### src/rtl/mbox_pkg.sv
// Shared constants for the mailbox slot: the register address map and mode bits.
// Assumes byte addressing with 32-bit registers on 4-byte steps.
package mbox_pkg;
    localparam int unsigned ADDR_W = 8;
    localparam int unsigned WORD_W = 32;

    localparam logic [ADDR_W-1:0] A_OWNER = 8'h00;
    localparam logic [ADDR_W-1:0] A_RSET  = 8'h04;
    localparam logic [ADDR_W-1:0] A_RCLR  = 8'h08;
    localparam logic [ADDR_W-1:0] A_RRD   = 8'h0C;
    localparam logic [ADDR_W-1:0] A_ESET  = 8'h10;
    localparam logic [ADDR_W-1:0] A_ECLR  = 8'h14;
    localparam logic [ADDR_W-1:0] A_ERD   = 8'h18;
    localparam logic [ADDR_W-1:0] A_SEND  = 8'h1C;
    localparam logic [ADDR_W-1:0] A_MODE  = 8'h20;
    localparam logic [ADDR_W-1:0] A_DATA0 = 8'h24;

    localparam int unsigned MODE_AUTOACK = 0;
    localparam int unsigned MODE_CHAIN   = 1;

    localparam logic [1:0] SEND_IDLE = 2'b00;
    localparam logic [1:0] SEND_MSG  = 2'b01;
    localparam logic [1:0] SEND_ACK  = 2'b10;
    localparam logic [1:0] SEND_BAD  = 2'b11;
endpackage

### src/rtl/mbox_owner_reg.sv
// Owner register of the slot. It accepts a code only while empty and is emptied
// only by an all-zero write, which is also reported as the slot-wide release.
// Assumes wr_owner is already decoded from the bus address.
module mbox_owner_reg #(
    parameter int unsigned NUM_CH = 8
) (
    input  logic              clk,
    input  logic              rst_n,
    input  logic              wr_owner,
    input  logic [31:0]       wdata,
    output logic [NUM_CH-1:0] owner_q,
    output logic              release_o
);
    // Release is any all-zero write to the owner location.
    assign release_o = wr_owner && (wdata == 32'd0);

    // Claim when empty, clear on release, otherwise hold.
    always_ff @(posedge clk) begin
        if (!rst_n) begin
            owner_q <= '0;
        end else if (release_o) begin
            owner_q <= '0;
        end else if (wr_owner && (owner_q == '0)) begin
            owner_q <= wdata[NUM_CH-1:0];
        end
    end
endmodule

### src/rtl/mbox_setclr_reg.sv
// Bit register modified only through separate set and clear strobes.
// Assumes the strobes are already gated by ownership; clr_all has top priority.
module mbox_setclr_reg #(
    parameter int unsigned W = 8
) (
    input  logic         clk,
    input  logic         rst_n,
    input  logic         clr_all,
    input  logic         set_en,
    input  logic         clr_en,
    input  logic [W-1:0] bits,
    output logic [W-1:0] q
);
    // OR in on set, mask out on clear, wipe on release.
    always_ff @(posedge clk) begin
        if (!rst_n) begin
            q <= '0;
        end else if (clr_all) begin
            q <= '0;
        end else if (set_en) begin
            q <= q | bits;
        end else if (clr_en) begin
            q <= q & ~bits;
        end
    end
endmodule

### src/rtl/mbox_send_ctrl.sv
// Send and mode registers with the automatic acknowledge and chain pulses.
// Priority: release, then bus write, then incoming link, then auto-acknowledge.
// Assumes wr_send and wr_mode are already gated by ownership.
module mbox_send_ctrl
    import mbox_pkg::*;
(
    input  logic       clk,
    input  logic       rst_n,
    input  logic       clr_all,
    input  logic       owned,
    input  logic       wr_send,
    input  logic       wr_mode,
    input  logic [1:0] wbits,
    input  logic       rcv_empty,
    input  logic       link_in,
    output logic [1:0] send_q,
    output logic [1:0] mode_q,
    output logic       link_out
);
    logic [1:0] send_nx;
    logic       ack_prev_q;

    // Next value of the send register by priority.
    always_comb begin
        send_nx = send_q;
        if (clr_all) begin
            send_nx = SEND_IDLE;
        end else if (wr_send) begin
            if (wbits != SEND_BAD) send_nx = wbits;
        end else if (link_in && owned) begin
            send_nx = SEND_MSG;
        end else if (mode_q[MODE_AUTOACK] && (send_q == SEND_MSG) && rcv_empty) begin
            send_nx = SEND_ACK;
        end
    end

    // Send register state.
    always_ff @(posedge clk) begin
        if (!rst_n) send_q <= SEND_IDLE;
        else        send_q <= send_nx;
    end

    // Mode register state.
    always_ff @(posedge clk) begin
        if (!rst_n)       mode_q <= 2'b00;
        else if (clr_all) mode_q <= 2'b00;
        else if (wr_mode) mode_q <= wbits;
    end

    // Delayed acknowledge bit for edge detection.
    always_ff @(posedge clk) begin
        if (!rst_n) ack_prev_q <= 1'b0;
        else        ack_prev_q <= send_q[1];
    end

    assign link_out = mode_q[MODE_CHAIN] && send_q[1] && !ack_prev_q;
endmodule

### src/rtl/ipc_mailbox_slot.sv
// One claimable inter-core mailbox slot on a synchronous register bus.
// Decodes the bus, holds the data words and forms per-channel interrupts.
// Assumes NUM_CH in 1..32 and NUM_DATA in 0..7; reads are combinational.
module ipc_mailbox_slot
    import mbox_pkg::*;
#(
    parameter int unsigned NUM_CH   = 8,
    parameter int unsigned NUM_DATA = 4
) (
    input  logic              clk,
    input  logic              rst_n,
    input  logic [7:0]        bus_addr,
    input  logic              bus_we,
    input  logic [31:0]       bus_wdata,
    output logic [31:0]       bus_rdata,
    input  logic              link_in,
    output logic              link_out,
    output logic [NUM_CH-1:0] irq_raw,
    output logic [NUM_CH-1:0] irq_masked
);
    localparam int unsigned DATA_SLOTS = (NUM_DATA == 0) ? 1 : NUM_DATA;

    logic [NUM_CH-1:0] owner_q;
    logic [NUM_CH-1:0] rcv_q;
    logic [NUM_CH-1:0] en_q;
    logic [1:0]        send_q;
    logic [1:0]        mode_q;
    logic              release_w;
    logic              owned;
    logic              wr_owned;
    logic [31:0]       data_q [DATA_SLOTS];

    assign owned    = (owner_q != '0);
    assign wr_owned = bus_we && owned;

    mbox_owner_reg #(.NUM_CH(NUM_CH)) u_owner (
        .clk       (clk),
        .rst_n     (rst_n),
        .wr_owner  (bus_we && (bus_addr == A_OWNER)),
        .wdata     (bus_wdata),
        .owner_q   (owner_q),
        .release_o (release_w)
    );

    mbox_setclr_reg #(.W(NUM_CH)) u_rcv (
        .clk     (clk),
        .rst_n   (rst_n),
        .clr_all (release_w),
        .set_en  (wr_owned && (bus_addr == A_RSET)),
        .clr_en  (wr_owned && (bus_addr == A_RCLR)),
        .bits    (bus_wdata[NUM_CH-1:0]),
        .q       (rcv_q)
    );

    mbox_setclr_reg #(.W(NUM_CH)) u_en (
        .clk     (clk),
        .rst_n   (rst_n),
        .clr_all (release_w),
        .set_en  (wr_owned && (bus_addr == A_ESET)),
        .clr_en  (wr_owned && (bus_addr == A_ECLR)),
        .bits    (bus_wdata[NUM_CH-1:0]),
        .q       (en_q)
    );

    mbox_send_ctrl u_send (
        .clk       (clk),
        .rst_n     (rst_n),
        .clr_all   (release_w),
        .owned     (owned),
        .wr_send   (wr_owned && (bus_addr == A_SEND)),
        .wr_mode   (wr_owned && (bus_addr == A_MODE)),
        .wbits     (bus_wdata[1:0]),
        .rcv_empty (rcv_q == '0),
        .link_in   (link_in),
        .send_q    (send_q),
        .mode_q    (mode_q),
        .link_out  (link_out)
    );

    // Data words: one register per implemented word, or a zero tie-off.
    generate
        if (NUM_DATA == 0) begin : g_nodata
            assign data_q[0] = 32'd0;
        end else begin : g_data
            for (genvar i = 0; i < NUM_DATA; i++) begin : g_word
                // Store one data word; wiped on release.
                always_ff @(posedge clk) begin
                    if (!rst_n) begin
                        data_q[i] <= 32'd0;
                    end else if (release_w) begin
                        data_q[i] <= 32'd0;
                    end else if (wr_owned && (bus_addr == A_DATA0 + 8'(4 * i))) begin
                        data_q[i] <= bus_wdata;
                    end
                end
            end
        end
    endgenerate

    // Read multiplexer; unknown and write-only addresses read zero.
    always_comb begin
        bus_rdata = 32'd0;
        case (bus_addr)
            A_OWNER: bus_rdata[NUM_CH-1:0] = owner_q;
            A_RRD:   bus_rdata[NUM_CH-1:0] = rcv_q;
            A_ERD:   bus_rdata[NUM_CH-1:0] = en_q;
            A_SEND:  bus_rdata[1:0]        = send_q;
            A_MODE:  bus_rdata[1:0]        = mode_q;
            default: begin
                for (int i = 0; i < NUM_DATA; i++) begin
                    if (bus_addr == A_DATA0 + 8'(4 * i)) bus_rdata = data_q[i];
                end
            end
        endcase
    end

    // Per-channel interrupts; the owner acknowledge is held back while chaining.
    assign irq_raw    = (rcv_q & {NUM_CH{send_q[0]}})
                      | (owner_q & {NUM_CH{send_q[1] & ~mode_q[MODE_CHAIN]}});
    assign irq_masked = irq_raw & en_q;
endmodule

### config.mk
export PLATFORM = sky130hd
export DESIGN_NAME = ipc_mailbox_slot
export DESIGN_NICKNAME = d
export VERILOG_FILES = /design/src/rtl/mbox_pkg.sv /design/src/rtl/mbox_owner_reg.sv /design/src/rtl/mbox_setclr_reg.sv /design/src/rtl/mbox_send_ctrl.sv /design/src/rtl/ipc_mailbox_slot.sv
export SDC_FILE = /design/constraint.sdc
export NUM_CORES = 1
export LEC_CHECK = 0
export BUFFER_PORTS_ARGS = -buffer_cell sky130_fd_sc_hd__buf_2
export CAP_MARGIN = 20
export CORE_AREA = 3 3 122 136
export DETAILED_ROUTE_END_ITERATION = 6
export DIE_AREA = 0 0 125 139
export PLACE_DENSITY = 0.79
export SYNTH_ARGS = -nofsm -noshare
export SYNTH_HDL_FRONTEND = slang
export SYNTH_SLANG_ARGS = --single-unit
### constraint.sdc
create_clock -name clk -period 8.3 [get_ports clk]
set_input_delay 0.83 -clock clk [delete_from_list [all_inputs] [get_ports clk]]
set_output_delay 0.83 -clock clk [all_outputs]
set_load 0.005 [all_outputs]
# [Yosys cells after proc, flatten, opt, wreduce, memory -nomap -nowiden]
# Memory sizes are Yosys's and may differ from the RTL's.
# Index checks and enable logic that the tools add are counted.
[classes] shifts=0 mul=0 div=0 n_mux=43 n_reduce_logical=32 n_lt_le_gt_ge=0 eq_ne=15 bitwise_logic=20 addsub=0
[op_table] cell="32-bit 2-to-1 mux" n=12
[op_table] cell="8-bit bitwise AND" n=5
[op_table] cell="8-bit by 6-bit == test with 1-bit output (second input constant)" n=5
[op_table] cell="8-bit by 5-bit == test with 1-bit output (second input constant)" n=4
[op_table] cell="32-bit logical NOT" n=1
[op_table] cell="8-bit 2-to-1 mux" n=4
[op_table] cell="8-bit logical NOT" n=3
[op_table] cell="24-bit 2-to-1 mux" n=1
[op_table] cell="8-bit bitwise OR" n=3
[op_table] cell="6-bit case mux with 4 select lines" n=1
[op_table] cell="1-bit 2-to-1 mux" n=20
[op_table] cell="1-bit logical AND" n=19
[op_table] cell="8-bit by 4-bit == test with 1-bit output (second input constant)" n=2
[op_table] cell="2-bit case mux with 5 select lines" n=1
[op_table] cell="8-bit by 3-bit == test with 1-bit output (second input constant)" n=1
[op_table] cell="2-bit 2-to-1 mux" n=4
[op_table] cell="8-bit inverter" n=1
[op_table] cell="1-bit bitwise OR" n=8
[op_table] cell="8-bit nonzero test" n=1
[op_table] cell="5-bit OR reduction" n=1
[op_table] cell="2-bit != test (second input constant)" n=2
[op_table] cell="2-bit nonzero test" n=2
[op_table] cell="2-bit OR reduction" n=2
[op_table] cell="3-bit nonzero test" n=1
[op_table] cell="5 further kinds" n=6
[word_totals] register_bits=29 mem_bits_ro=0 memories=1 in_bits=44 ramBits=128 wordCells=117 out_inout_bits=49 latchBits=0
[memory_table] name="data_q" depth=4 word_bits=32 rd=4 rd_clocked_by_memory_dff=0 write_ports=4 line="ipc_mailbox_slot.sv:31" rtl="logic [31:0] data_q [DATA_SLOTS];"

# [Longest topological paths before layout]
# Gate-level depths: netlist (run 1).
[depth] word_depth=8 ltp_mapped=7 depth_no_buf=4

# [By module]
# Synthesis (run 1) repeated with hierarchy kept, for this count alone.
[hier_totals] hier_cells=676 area_unflattened_um2=7876.3
[modules_own_cells] module="ipc_mailbox_slot" seq_area_each_um2=3843.7 cells_per_inst=535 area_per_inst_um2=6527.5 instances=1
[modules_own_cells] module="mbox_setclr_reg" seq_area_each_um2=160.2 cells_per_inst=36 area_per_inst_um2=362.8 instances=2
[modules_own_cells] module="mbox_owner_reg" seq_area_each_um2=160.2 cells_per_inst=45 area_per_inst_um2=406.6 instances=1
[modules_own_cells] module="mbox_send_ctrl" seq_area_each_um2=100.1 cells_per_inst=24 area_per_inst_um2=216.5 instances=1

# [Least setup slack after synthesis (run 1)]
# No wires, ideal clock.
[synth_timing] path_type="input port to flip-flop" startpoint="input bus_addr[0]" endpoint="memory data_q[2][0], enable pin" cell_stages=6 setup_ps=466 path_buffers=3 t_arrival_ps=4106 setup_slack_ps=3728 t_required_ps=7834 cell_sequence="clkbuf_2 > and4bb_2 > buf_2 > nand2_1 > clkbuf_1 > o21ai_0"
[synth_rtl] element="from (decl)" line="ipc_mailbox_slot.sv:12" rtl="input logic [7:0] bus_addr,"
[synth_rtl] element="to (decl)" line="ipc_mailbox_slot.sv:31"

# [Worst setup path in the final report (run 1)]
[layout_timing] startpoint="input bus_addr[4]" endpoint="output bus_rdata[14]"
[layout_via] elab_chain_len=6 word_cells_on_any_way=15 classes_between="eq/ne: 8; mux: 5; reduce/logical: 2"
[layout_rtl] element="8-bit by 6-bit == test with 1-bit output" line="ipc_mailbox_slot.sv:111" rtl="if (bus_addr == A_DATA0 + 8'(4 * i)) bus_rdata = data_q[i];"
[layout_rtl] element="32-bit 2-to-1 mux (4 in series)" line="ipc_mailbox_slot.sv:111"
[layout_rtl] element="24-bit 2-to-1 mux (*)" line="ipc_mailbox_slot.sv:103" rtl="case (bus_addr)"
[layout_rtl] element="to (decl)" line="ipc_mailbox_slot.sv:15" rtl="output logic [31:0] bus_rdata,"
# Mark *: on every way between the ends. The rest lies on a longest branch, timed or not.

==> results_dict.tcl, run 1 <==
set metrics [dict create \
    status "finished, final reports clean" \
    clkSinkCount 157 \
    switching_share_pct 20.82 \
    netlist_area_um2 7619 \
    drc 0 \
    synth-edff-count 128 \
    synth.largest_area_cell "edfxtp_1" \
    use_met3_pct 4.777 \
    syn_inst 656 \
    routed_wl_mm 19.53 \
    synth.area.top_cells "edfxtp_1, and2_1, dfxtp_1, a22oi_1, nand2_1" \
    crit_fanout 17 \
    rows 48 \
    drv_cap 0 \
    cp-end-kind "output port" \
    mostFrequentLayoutCell "and2_1" \
    arrival_ns 3.10 \
    vias 5679 \
    critical_path.most_common_cell "buf_2" \
    ys_ff_latch 157 \
    worst_pin_slew_ns 1.050 \
    layout.nets 774 \
    core_um2 15490 \
    pwr-share-seq_pct 48.8 \
    post_cts_resized 0 \
    hold_slack_ns 0.5392 \
    worstSkewPairLatency_ns 0.42 \
    leakagePower_nw 3.388 \
    rsz0062_at_grt "false" \
    routedWlPerCell_um 20.71 \
    gp_congestion 0.8889 \
    path_cells "buf_2, nor4b_4, nand3_1, a2bb2oi_1, o21ai_0, buf_2" \
    port_buffers 92 \
    drt_iter0_drc 587 \
    setup-tns-final_ns 0 \
    p_per_area_nw_per_um2 202.3 \
    fillers 1289 \
    crit_path_start_kind "input pin" \
    overflow 0 \
    grt_pass1_wl_mm 30.97 \
    die_w_um 125 \
    setup-violations-final 0 \
    cts_tree "done" \
    hold_class "flip-flop to flip-flop" \
    dr.pass1.iters 5 \
    die-area_um2 17380 \
    rr_worst_depth 5 \
    path_clk_slew_ns 0.06 \
    start_util_pct 49.17 \
    vias_per_cell 6.022 \
    use_met1_pct 28.82 \
    min_path_cells 2 \
    ys_seq_area_share_pct 58.07 \
    cts.htree.levels 4 \
    worst_slew_margin_rel_pct 30.01 \
    final_cell_mix "and2_1, edfxtp_1, buf_2" \
    grt_use_met2_pct 37.44 \
    synth_ff_type "edfxtp_1" \
    slowest_stage "nor4b_4" \
    io_pins 93 \
    yosys_warnings 0 \
    postSynthAreaPerCell_um2 11.61 \
    cts_hold_buf 0 \
    crit_path_max_incr_delay_ns 0.82 \
    syn-num-nets 700 \
    grt_start_max_net_pins 33 \
    timing.final.crit_share_pct 47.41 \
    multi_input_area_um2 2954 \
    cts_setup_buffers 0 \
    die_h_um 139 \
    grt.total_usage_pct 22.45 \
    grt_pass1_vias 5679 \
    root_buffer "clkbuf_16" \
    peakVddDrop_v 0.0001566 \
    syn2layout_area_growth_pct 16.57 \
    antenna_found_initial 0 \
    dp_hpwl_mm 12.79 \
    max_freq_mhz 254.1 \
    final_antenna_net_count 0 \
    antenna_cells 0 \
    clkPwrFrac_pct 47.1 \
    p_int_mw 1.423 \
    cts_buffer_depth 2 \
    yosysTopAreaCellShare_pct 50.45 \
    gr-max-usage-layer "met2" \
    synthDistinctLibCells 60 \
    drive_above_1_share_pct 22.21 \
    cts-buffers-inserted 17 \
    crit_type "input pin to output port" \
    p_comb_share_pct 4.1 \
    p_sw_uw 374.1 \
    drv_slew 0 \
    skew_ns 0.004968 \
    hold_viol 0 \
    seq_area_um2 4424 \
    synthArstFlopShare_pct 0 \
    critPathRequiredTime_ns 7.47 \
    min_period_ns 3.935 \
]
-- cell usage after synthesis (16+ instances only) --
library cell,instances
a21oi_1,17
nor2_1,39
nand2_1,45
nand3_1,18
clkbuf_1,23
buf_2,20
o21ai_0,17
edfxtp_1,128
a22o_1,16
and2_1,136
a22oi_1,36
dfxtp_1,29
-- metal layers --
layer | vias up | share of wire [%]
met4 | 0 | 1.7
met3 | 36 | 7.3
met2 | 248 | 50
li1 | 2608 | -
met1 | 2787 | 41
met5 | - | 0
-- kinds of logic after synthesis --
group / after synthesis / share of synthesized area (%)
flip-flops: 157 / 58.07
multiplexers: 3 / 0.3942
AO/OA/AOI/OAI: 153 / 15.65
AND/OR/NAND/NOR: 289 / 22.43
buffers and inverters: 54 / 3.449
-- final cells by class --
cell class / count / share of cell area, %
Clock buffer: 17 / 4.790
Clock inverter: 15 / 2.465
Inverter: 2 / 0.08453
Multi-Input combinational cell: 445 / 33.26
Sequential cell: 157 / 49.82
Tap cell: 200 / 2.818
Timing Repair Buffer: 107 / 6.762
-- critical path, delay by kind of cell --
kind                   cells  cell delay [ns]
and+or+nand+nor            2             1.36
AOI/OAI and AO/OA          2             0.56
buffers and inverters      2             0.34
-- stage by stage --
stage	utilization [%]	total power, mW	worst slack (ns)	instances	area, um2
after detailed placement	53.01	0.9661	4.299	909	8214
after CTS	57.17	1.806	4.275	941	8859
after floorplan	-	0.9313	3.728	656	7619
after global routing	57.32	1.842	4.224	943	8881
after global placement	52.83	0.9614	4.333	908	8187
final	57.32	1.797	4.365	943	8881
-- final timing paths --
kind | start | end | slack (ns)
worst max-delay path | bus_addr[4] | bus_rdata[14] | 4.37
worst min-delay path | flip-flop | flip-flop | 0.54
worst max register to register | u_owner.owner_q[3] | data_q[1][0] | 5.94
worst min register to register | flip-flop | flip-flop | 0.54
-- power by group through the flow --
stage | logic (mW) | clock network [mW] | registers (mW)
2_1_floorplan | 0.0385 | 0 | 0.893
4_1_cts | 0.0737 | 0.856 | 0.876
3_5_place_dp | 0.0734 | 0 | 0.893
6_report | 0.0743 | 0.847 | 0.876
3_3_place_gp | 0.0698 | 0 | 0.892
5_1_grt | 0.0799 | 0.884 | 0.878
Power figures use the tool's default switching activity.
==> run 2: changes to the inputs <==
- ABC_AREA: not set -> 1
- CORE_AREA: 3 3 122 136 -> 3 3 123 137
- DIE_AREA: 0 0 125 139 -> 0 0 126 140
- clock period: 8.3 -> 3.71 ns (I/O delays scaled with it)
==> run 2 against run 1 <==
Compared with the run above: setup slack got worse by 3.4 ns; via count increased by 8.5%; first-iteration DRC count increased by 11%; sequential power increased by 120%; sequential share of layout area increased by 0.12 points; wire length decreased by 1.1%; combinational power increased by 110%; utilization decreased by 0.58 points; non-clock buffer count decreased by 3; clock skew increased by 0.0041 ns; critical path type unchanged; critical endpoint is now bus_rdata[13].
==> results_dict.tcl, run 2 <==
set metrics [dict create \
    vias 6161 \
    design_power_total_mw 3.854 \
    p_comb_share_pct 4.1 \
    die-area_um2 17640 \
    cts_buffer_depth 2 \
    synth_most_common_cell "nand2_1" \
    post_cts_resized 0 \
    setup-violations-final 0 \
    fin_area_um2 8860 \
    fin_cells 1143 \
    die_h_um 140 \
    synthDistinctLibCells 36 \
    cts-buffers-inserted 17 \
    rr_worst_depth 7 \
    cts_hold_buf 0 \
    syn2layout_area_growth_pct 14.71 \
    netlist_area_um2 7724 \
    drive_above_1_share_pct 19.62 \
    dr.pass1.iters 5 \
    io_pins 93 \
    clkPwrFrac_pct 45.0 \
    min_period_ns 2.700 \
    yosysTopAreaCellShare_pct 49.77 \
    synth.area.top_cells "edfxtp_1, nand2_1, nor2_1, dfxtp_1, inv_1" \
    crit_type "input pin to output port" \
    place_area_um2 8267 \
    cts_setup_buffers 0 \
    root_buffer "clkbuf_16" \
    ys_top_cells_by_count "nand2_1, nor2_1, edfxtp_1" \
    timing.final.crit_share_pct 72.77 \
    worstReg2RegEnd "data_q[3][31]" \
    start_util_pct 49.46 \
    worst_slew_margin_rel_pct 53.16 \
    hold_class "input pin to flip-flop" \
    synth_ff_type "edfxtp_1" \
    die_w_um 126 \
    peakVddDrop_v 0.0003584 \
    p_sw_uw 820.6 \
    syn-num-nets 887 \
    path_clk_slew_ns 0.06 \
    yosys_warnings 0 \
    cts.htree.levels 4 \
    ys_seq_area_share_pct 57.28 \
    dp.cells 1112 \
    syn_inst 843 \
    arrival_ns 2.33 \
    cts_tree "done" \
    routed_wl_mm 19.32 \
    dp_hpwl_mm 12.67 \
    drv_cap 0 \
    grt_pass1_wl_mm 30.91 \
    antenna_cells 0 \
    worst_pin_slew_ns 0.7012 \
    layout.nets 976 \
    antenna_found_initial 0 \
    worstSkewPairLatency_ns 0.43 \
    gp_congestion 0.8975 \
    skew_ns 0.009048 \
    vias_per_cell 5.390 \
    grt_pass1_vias 5976 \
    routedWlPerCell_um 16.90 \
    cp-endpoint "bus_rdata[13]" \
    final_antenna_net_count 0 \
    synth-edff-count 128 \
    rsz0062_at_grt "false" \
    critPathRequiredTime_ns 3.34 \
    regToRegStartpoint "u_owner.owner_q[3]" \
    rows 48 \
    status "finished, final reports clean" \
    grt.total_usage_pct 22.21 \
    p_per_area_nw_per_um2 435.0 \
    cp-startpoint "bus_addr[1]" \
    crit_fanout 17 \
    cp-end-kind "output port" \
    drt_iter0_drc 654 \
    port_buffers 92 \
    synth.largest_area_cell "edfxtp_1" \
    crit_path_start_kind "input pin" \
    core_um2 15620 \
    hold_viol 0 \
    final_cell_mix "nand2_1, nor2_1, edfxtp_1" \
    min-delay-start "bus_wdata[4]" \
    drv_slew 0 \
    mostFrequentLayoutCell "nand2_1" \
    drc 0 \
    rrSetupSlack_ns 1.56 \
    setup-tns-final_ns 0 \
    pwr-share-seq_pct 50.9 \
    overflow 0 \
    max_freq_mhz 370.4 \
    postSynthAreaPerCell_um2 9.162 \
    leakagePower_nw 3.783 \
    synthArstFlopShare_pct 0 \
    ys_ff_latch 157 \
    p_int_mw 3.034 \
    clkSinkCount 157 \
    switching_share_pct 21.29 \
    grt_start_max_net_pins 33 \
]
## run 2: layer usage
layer | global-route usage (%) | wire length, um | part of all wire, %
met2 | 36.82 | 9533 | 49
met3 | 4.005 | 1569 | 8.1
met5 | 0 | 0 | 0
met4 | 8.639 | 435 | 2.3
met1 | 29.13 | 7777 | 40
## run 2: logic make-up after synthesis
kind of cell	count (synthesis)	synth area share [%]
AOI/OAI and AO/OA	91	6.885
and+or+nand+nor	477	28.37
DFF	157	57.28
buffers and inverters	118	7.468
## run 2: how the worst min path moves through the flow
stage,cells past startpoint,end
2_1_floorplan,2,flip-flop
3_3_place_gp,2,flip-flop
3_5_place_dp,2,flip-flop
4_1_cts,3,u_owner.owner_q[2]
5_1_grt,3,u_owner.owner_q[7]
6_report,3,u_owner.owner_q[4]
## run 2: power by group through the flow
stage | logic (mW) | clock network [mW] | registers, mW
after floorplan | 0.0817 | 0 | 2.00
after global placement | 0.153 | 0 | 2.00
after detailed placement | 0.156 | 0 | 2.00
after CTS | 0.157 | 1.74 | 1.96
after global routing | 0.174 | 1.82 | 1.96
final | 0.159 | 1.74 | 1.96
## run 2: critical path, stage by stage
cell and delay, ns:
buf_2 0.13, nor2_8 0.16, nand3_2 0.36, nor2_4 0.50, buf_4 0.34, nand2_1 0.08, nand3_1 0.09, o211ai_1 0.10
nand2_1 0.08, buf_2 0.11
## run 2: cell type report
cell class | instances | area, um2
fill | 1349 | 6755
inverter | 84 | 315.3
multi-input combinational | 568 | 2734
timing repair buffer | 104 | 558.0
sequential | 157 | 4424
clock buffer | 19 | 432.9
tap | 200 | 250.2
clock inverter | 11 | 145.1
## run 2: through the flow
stage                     util (%)  setup WS [ns]  hold WS [ns]
final                        56.74          1.010        0.2423
after global routing         56.74         0.8624        0.2456
after CTS                    56.64         0.9973        0.2287
after detailed placement     52.94         0.7961        0.4537
after global placement       52.94         0.8251        0.4480
after floorplan                  -        -0.1984        0.4381
==> run 3: changes to the inputs <==
- PLACE_DENSITY: 0.79 -> 0.82
- clock period: 3.71 -> 2.3 ns (I/O delays scaled with it)
==> run 3 against run 2 <==
Compared with the run above: die area unchanged; combinational power rose by 70%; sequential power is 61% higher; wire length grew 0.13%; via count rose by 0.44%; critical path depth decreased by 4; non-clock buffer count increased by 8.
==> results_dict.tcl, run 3 (synthesis gave the netlist of run 2 again) <==
set metrics [dict create \
    die_h_um 140 \
    p_int_mw 4.825 \
    grt_pass1_wl_mm 31.24 \
    routedWlPerCell_um 16.77 \
    antenna_found_initial 0 \
    cts_buffer_depth 2 \
    routed_wl_mm 19.34 \
    port_buffers 92 \
    drv_cap 0 \
    drt_iter0_drc 543 \
    leakagePower_nw 3.851 \
    peakVddDrop_v 0.0005520 \
    hold_class "input pin to flip-flop" \
    pwr-share-seq_pct 50.9 \
    critical_path.most_common_cell "nor2_1" \
    p_sw_mw 1.386 \
    grt.total_usage_pct 22.54 \
    grt_pass1_vias 6136 \
    rows 48 \
    timing.final.crit_share_pct 87.81 \
    crit_type "flip-flop to flip-flop" \
    drive_above_1_share_pct 20.78 \
    min_period_ns 2.020 \
    p_per_area_nw_per_um2 689.3 \
    final_antenna_net_count 0 \
    grt_start_max_net_pins 35 \
    hold_viol 0 \
    crit_path_start_kind "flip-flop" \
    layout.nets 984 \
    drv_slew 0 \
    seq_area_um2 4424 \
    worst_slew_margin_rel_pct 54.96 \
    start_util_pct 49.46 \
    dp.cells 1121 \
    die-area_um2 17640 \
    fillers 1323 \
    gp_congestion 0.8743 \
    cts_setup_buffers 0 \
    p_comb_share_pct 4.4 \
    core_um2 15620 \
    dr.pass1.iters 6 \
    fin_cells 1153 \
    arrival_ns 2.27 \
    multi_input_area_um2 2734 \
    dp_hpwl_mm 12.94 \
    mostFrequentLayoutCell "nand2_1" \
    skew_ns 0.009775 \
    post_cts_resized 0 \
    crit_path_max_incr_delay_ns 0.51 \
    final_core_util_pct 57.70 \
    switching_share_pct 22.31 \
    io_pins 93 \
    crit_fanout 32 \
    path_clk_slew_ns 0.07 \
    critPathRequiredTime_ns 2.55 \
    overflow 0 \
    slowest_stage "nand4_4" \
    worstSkewPairLatency_ns 0.43 \
    max_freq_mhz 495.1 \
    cts.htree.levels 4 \
    vias 6188 \
    rsz0062_at_grt "false" \
    cts_hold_buf 0 \
    vias_per_cell 5.367 \
    setup-violations-final 0 \
    cts-buffers-inserted 17 \
    antenna_cells 0 \
    clkPwrFrac_pct 44.8 \
    status "finished, final reports clean" \
    die_w_um 126 \
    clkSinkCount 157 \
    cp-end-kind "flip-flop" \
    syn2layout_area_growth_pct 16.65 \
    cts_tree "done" \
    final_cell_mix "nand2_1, nor2_1, edfxtp_1" \
    path_cells "nor2_1, nand2_1, nor2_2, nor2_8, nand4_4, nor2_1" \
    worst_pin_slew_ns 0.6731 \
    drc 0 \
    root_buffer "clkbuf_16" \
]
==> run 3: changes by cell type in the layout (fill, tap and decap cells not counted), sizes merged <==
cell	before	now
buf	104	112
bufinv	3	2
clkbuf	19	17
clkinv	6	7
clkinvlp	2	3
inv	84	87
==> run 3: power by group through the flow <==
stage	clock (mW)	combinational [mW]	sequential, mW
3_5_place_dp	0	0.267	3.22
6_report	2.78	0.270	3.16
2_1_floorplan	0	0.133	3.22
4_1_cts	2.80	0.270	3.16
3_3_place_gp	0	0.262	3.22
5_1_grt	2.92	0.294	3.17
==> run 3: path summary, 6_finish.rpt <==
check	start	endpoint	slack (ns)	cells after the start
min reg2reg	flip-flop	flip-flop	0.47	2
max	u_owner.owner_q[3]	data_q[1][29]	0.28	6
max reg2reg	u_owner.owner_q[3]	data_q[1][29]	0.28	6
min	bus_wdata[2]	u_owner.owner_q[2]	0.09	3
==> run 3: layer usage <==
| metal | vias to the layer above | track usage (%) | wire length (um) | part of all wire [%] |
|---|---|---|---|---|
| met5 | - | 0 | 0 | 0 |
| met4 | 0 | 8.357 | 480 | 2.5 |
| met3 | 44 | 4.691 | 1331 | 6.9 |
| met2 | 254 | 37.01 | 9533 | 49 |
| met1 | 2927 | 29.64 | 7996 | 41 |
| li1 | 2963 | - | - | - |
==> run 3: cell type report <==
type	count	share of cell area, %
Multi-Input combinational cell	568	30.34
Clock buffer	17	4.722
Tap cell	200	2.777
Clock inverter	15	1.805
Inverter	84	3.500
Timing Repair Buffer	112	7.749
Sequential cell	157	49.10
==> run 3: critical path, delay by kind of cell, from the launching register on <==
family	cells	cell delay (ns)
flip-flops	1	0.36
AND/OR/NAND/NOR	6	1.46
==> run 3: metrics by stage <==
step | setup slack, ns | power, mW | cell area [um2] | TNS, ns | hold slack (ns)
5_1_grt | 0.09580 | 6.381 | 9010 | 0 | 0.08638
4_1_cts | 0.3016 | 6.234 | 9010 | 0 | 0.06623
3_3_place_gp | -0.02116 | 3.478 | 8422 | -1.174 | 0.4507
3_5_place_dp | -0.04055 | 3.488 | 8422 | -2.378 | 0.4582
2_1_floorplan | -0.1207 | 3.350 | 7735 | -11.58 | 0.3718
6_report | 0.2803 | 6.210 | 9010 | 0 | 0.08899
